### src/rtl/rot_pkg.sv
package rot_pkg;
  parameter int unsigned NUM_POS = 6;
  parameter int unsigned SEG_W   = 7;
  localparam int unsigned POS_W  = $clog2(NUM_POS);

  typedef enum logic {
    DIR_DOWN = 1'b0,
    DIR_UP   = 1'b1
  } dir_e;
endpackage

### src/rtl/rot_step_ctrl.sv
module rot_step_ctrl #(
  parameter int unsigned NUM_POS = rot_pkg::NUM_POS,
  localparam int unsigned POS_W  = $clog2(NUM_POS)
) (
  input  logic             clk_i,
  input  logic             rst_ni,
  input  logic             step_i,
  input  logic             up_i,
  input  logic             stop_i,
  output logic [POS_W-1:0] pos_o,
  output logic             halt_o
);
  import rot_pkg::*;

  localparam logic [POS_W-1:0] LAST = POS_W'(NUM_POS - 1);

  dir_e             dir;
  logic [POS_W-1:0] pos_fwd, pos_bwd, pos_d;
  logic             halt_d;

  assign dir     = up_i ? DIR_UP : DIR_DOWN;
  assign pos_fwd = (pos_o == LAST) ? '0 : pos_o + 1'b1;
  assign pos_bwd = (pos_o == '0) ? LAST : pos_o - 1'b1;

  always_comb begin
    pos_d  = pos_o;
    halt_d = halt_o;
    if (step_i) begin
      if (stop_i) begin
        halt_d = 1'b1;  // halt wins over direction
      end else begin
        halt_d = 1'b0;
        pos_d  = (dir == DIR_UP) ? pos_fwd : pos_bwd;
      end
    end
  end

  always_ff @(posedge clk_i or negedge rst_ni) begin
    if (!rst_ni) begin
      pos_o  <= '0;
      halt_o <= 1'b0;
    end else begin
      pos_o  <= pos_d;
      halt_o <= halt_d;
    end
  end

  p_fwd_wrap_r3: assert property (@(posedge clk_i) disable iff (!rst_ni)
    step_i && !stop_i && up_i && (pos_o == LAST) |=> pos_o == '0);

  p_bwd_wrap_r4: assert property (@(posedge clk_i) disable iff (!rst_ni)
    step_i && !stop_i && !up_i && (pos_o == '0) |=> pos_o == LAST);

  p_halt_hold_r5: assert property (@(posedge clk_i) disable iff (!rst_ni)
    step_i && stop_i |=> halt_o && $stable(pos_o));

  p_resume_r6: assert property (@(posedge clk_i) disable iff (!rst_ni)
    halt_o && step_i && !stop_i |=> !halt_o && !$stable(pos_o));

  p_pos_range_r7: assert property (@(posedge clk_i) disable iff (!rst_ni)
    pos_o <= LAST);
endmodule

### src/rtl/rot_seg_enc.sv
module rot_seg_enc #(
  parameter int unsigned NUM_POS = rot_pkg::NUM_POS,
  parameter int unsigned SEG_W   = rot_pkg::SEG_W,
  localparam int unsigned POS_W  = $clog2(NUM_POS)
) (
  input  logic [POS_W-1:0] pos_i,
  input  logic             halt_i,
  output logic [SEG_W-1:0] seg_o
);
  // ring segments occupy the low bits, halt symbol uses the top bit
  for (genvar i = 0; i < SEG_W - 1; i++) begin : g_ring
    if (i < NUM_POS) begin : g_used
      assign seg_o[i] = !halt_i && (pos_i == POS_W'(i));
    end else begin : g_unused
      assign seg_o[i] = 1'b0;
    end
  end

  assign seg_o[SEG_W-1] = halt_i;
endmodule

### src/rtl/rot_indicator.sv
module rot_indicator #(
  parameter int unsigned NUM_POS = rot_pkg::NUM_POS,
  parameter int unsigned SEG_W   = rot_pkg::SEG_W
) (
  input  logic             clk_i,
  input  logic             rst_ni,
  input  logic             step_i,
  input  logic             up_i,
  input  logic             stop_i,
  output logic [SEG_W-1:0] seg_o
);
  localparam int unsigned POS_W = $clog2(NUM_POS);

  logic [POS_W-1:0] pos;
  logic             halt;

  rot_step_ctrl #(.NUM_POS(NUM_POS)) u_ctrl (
    .clk_i  (clk_i),
    .rst_ni (rst_ni),
    .step_i (step_i),
    .up_i   (up_i),
    .stop_i (stop_i),
    .pos_o  (pos),
    .halt_o (halt)
  );

  rot_seg_enc #(.NUM_POS(NUM_POS), .SEG_W(SEG_W)) u_enc (
    .pos_i  (pos),
    .halt_i (halt),
    .seg_o  (seg_o)
  );

  p_one_lit_r7: assert property (@(posedge clk_i) disable iff (!rst_ni)
    $onehot(seg_o));

  // nothing moves without a step
  p_idle_hold_r2: assert property (@(posedge clk_i) disable iff (!rst_ni)
    !step_i |=> $stable(seg_o));

  p_halt_sym_r5: assert property (@(posedge clk_i) disable iff (!rst_ni)
    step_i && stop_i |=> seg_o == SEG_W'(1) << (SEG_W - 1));
endmodule

### config.mk
export PLATFORM = sky130hd
export DESIGN_NAME = rot_indicator
export DESIGN_NICKNAME = d
export VERILOG_FILES = /design/src/rtl/rot_pkg.sv /design/src/rtl/rot_step_ctrl.sv /design/src/rtl/rot_seg_enc.sv /design/src/rtl/rot_indicator.sv
export SDC_FILE = /design/constraint.sdc
export NUM_CORES = 1
export LEC_CHECK = 0
export ABC_CLOCK_PERIOD_IN_PS = 1500
export BUFFER_PORTS_ARGS = -buffer_cell sky130_fd_sc_hd__buf_2
export CORE_AREA = 8 8 45 47
export CTS_BUF_LIST = sky130_fd_sc_hd__clkbuf_4 sky130_fd_sc_hd__clkbuf_8
export DETAILED_ROUTE_END_ITERATION = 6
export DIE_AREA = 0 0 53 55
export GPL_ROUTABILITY_DRIVEN = 1
export SETUP_SLACK_MARGIN = 0.2
export SYNTH_ARGS = -nofsm -noshare
export SYNTH_HDL_FRONTEND = slang
export SYNTH_SLANG_ARGS = --single-unit
export TNS_END_PERCENT = 30
### constraint.sdc
create_clock -name clk_i -period 1.5 [get_ports clk_i]
set_input_delay 0 -clock clk_i [delete_from_list [all_inputs] [get_ports clk_i]]
set_output_delay 0 -clock clk_i [all_outputs]
set_load 0.02 [all_outputs]
==> impl_results.md <==
* Status: finished clean
* Area after DPL at 374 um^2
* I/O Buffers at 11
* Minimum clock period at 1.24 ns
* Clk pwr share at 0.187
* Sequential area share after synthesis at 0.335
* Total GRT Usage at 0.0560
* Seq cells post-synth at 4
* Crit Path Class: reg -> out
* Slowest cell on the critical path: dfrtp_1
* CTS Buf Count at 3
* DIE WIDTH at 53 um
* Met1 usage at 0.0431
* Die area at 2920 um^2
* Post-synthesis net count at 39
* Tot Pwr at 728 uW
* Hold-critical path depth at 2
* Synth area leader: dfrtp_1
* Detailed Route WL at 716 um
* Drt wl/cell at 11.2 um
* Async set-reset flop share out of synthesis at 1.00
* Non-filler cells, final at 64
* Synthesized area at 299 um^2
* Commonest non-fill, non-tap cell in the layout: buf_2
* Slew Limit Fails at 0
* Worst-Margin Slew at 0.231 ns
* # fillers at 160
* Layout cells sized above 1 at 0.438
* Clock root buffer: clkbuf_4
* Worst hold path class: in -> reg
* Max-cap violations at 0
* Antenna diode count at 0
* Initial antenna violation count at 0
* Pin count of the biggest net entering global routing at 10
* Maximum vdd drop at 412 uV
* Seq pwr share at 0.236
* DPL Wire Length at 541 um
* Crit end category: primary output
* DR vias/cell at 4.63
* Crit path arrival time at 1.24 ns
* Met2 Usage GRT at 0.0840
* Post-Route Setup TNS at 0 ns
* # rows at 14
* Fin area at 419 um^2
* ANT nets after route at 0
* Vias in the first global route at 268
* Synth top area cells: dfrtp_1, nand2b_1, xor2_2
* H-Tree Depth at 1
* Core Box Area at 1380 um^2
* Leak pwr at 0.203 nW
* Sw Share at 0.425
* Deepest clock path buffer count at 2
* Finish-stage setup viols at 0
* Clock Pin Slew Worst Setup and Hold Paths at 0.04 ns
* Critical path required time at 1.50 ns
* Highest-count cells in the layout ignoring fill and taps: buf_2, dfrtp_1
* First-pass GRT wire length at 1080 um
* Slew margin rel. at 0.846
* Setup Skew at 0.00178 ns
* PwrDens at 1740 nW/um^2
* Synth Instances at 33
* 1st-iter DRT viols at 11
* F_max at 0.809 GHz
* First-pass iteration count of the detailed router at 4
* RSZ-0062 raised after global routing: yes
* Initial Utilization at 0.216
* Post-synth EDFFs at 0
* Netlist cell types at 22
* Final hold vios at 0
* Comb pwr share at 0.577
* Max incr delay on CP at 0.36 ns
* Cells on worst reg2reg path at 4
* Die height at 55 um
* Post-placement cell count at 60
* TritonCTS clock tree: yes
* GR peak layer: met4
* Gp weighted congestion at 0.739
* Setup Slack @ Placement at 0.333 ns
* Congestion Overflow GR at 0
* P_int at 419 uW
* Ys flop type: dfrtp_1
* Mean Syn Cell Area at 9.06 um^2
* Critical Path Start Type: flip-flop
* CTS sink cnt at 4
* # DRC at 0
* Period utilisation layout at 0.824
* Synth top area share at 0.335
* Area grow syn2layout at 40.2%
* Vias at 296
* Setup ws final at 0.264 ns
* Critical-path cell list: buf_4, nor4b_2, buf_2
* Nets at 56
* Top-Level Pins at 12
* Met3 Resource Use GR at 0.0267
* Sw Pwr at 309 uW
* CP Max Fanout at 9
* Number of synthesis warnings at 0
* Worst-Skew Late Latency at 0.24 ns
-- through the flow --
step,utilization,hold WS [ns]
floorplan,-,-0.296
global placement,0.270,-0.194
detailed placement,0.270,-0.194
finish,0.303,0.0256
global route,0.303,0.0402
CTS,0.294,0.0207
-- layout make-up --
cell class,instances,area [um^2],area share
Multi-Input combinational cell,25,185,0.442
Sequential cell,4,100,0.239
Timing Repair Buffer,15,87.6,0.209
Clock buffer,3,22.5,0.0537
Tap cell,16,20.0,0.0478
Inverter,1,3.75,0.00896
-- synth_stat cells (2+ instances only) --
cell type	n
o21ai_0	2
nand2b_1	3
nor2_1	3
dfrtp_1	4
nor3_1	2
nor2b_1	2
o31ai_1	2
-- logic make-up (layout without fill, tap and decap cells) --
kind of cell             after synthesis  in the layout  synth area share
flip-flops                             4              4             0.335
multiplexers                           1              1            0.0377
buffers and inverters                  4             19            0.0878
AND/OR/NAND/NOR                       15             15             0.289
AO/OA/AOI/OAI                          6              6             0.126
adder cells (fa/ha/maj)                1              1            0.0418
XOR/XNOR                               2              2            0.0837
-- power by group through the flow --
stage | clock network (mW) | logic, mW | registers, mW
6_report | 0.136 | 0.420 | 0.172
5_1_grt | 0.138 | 0.462 | 0.178
4_1_cts | 0.139 | 0.404 | 0.172
3_5_place_dp | 0 | 0.402 | 0.173
3_3_place_gp | 0 | 0.400 | 0.173
2_1_floorplan | 0 | 0.291 | 0.178
-- state kept, by name (all words and copies together), names as in the netlist --
signal / count
u_ctrl.halt_o: 1
u_ctrl.pos_o: 3
-- routing by layer --
layer	up-vias	routed length (um)
met1	142	258
li1	142	-
met3	3	62
met5	-	0
met2	9	367
met4	0	27
-- path summary, 6_finish.rpt --
check	startpoint	to	slack, ns
setup reg to reg	u_ctrl.pos_o[0]	u_ctrl.pos_o[2]	0.33
hold / removal	stop_i	u_ctrl.halt_o	0.03
min in group asynchronous	rst_ni	u_ctrl.pos_o[2]	0.09
setup / recovery	u_ctrl.pos_o[0]	seg_o[2]	0.26
hold reg to reg	u_ctrl.pos_o[2]	u_ctrl.pos_o[2]	0.60
max in group asynchronous	rst_ni	u_ctrl.pos_o[1]	1.29
-- critical path: cells and delay by family, from the launching register on --
family / cells / cell delay (ns)
buf+inv: 2 / 0.38
flops: 1 / 0.36
simple gates: 1 / 0.26
-- repair_timing --
item | in CTS | in global routing
endpoints found under the hold margin | 4 | 0
hold buffers | 1 | 0
gates resized for setup | 0 | 2
endpoints found under the setup margin | 0 | 2
setup buffers | 0 | 0
(Power assumes the default switching activity.)
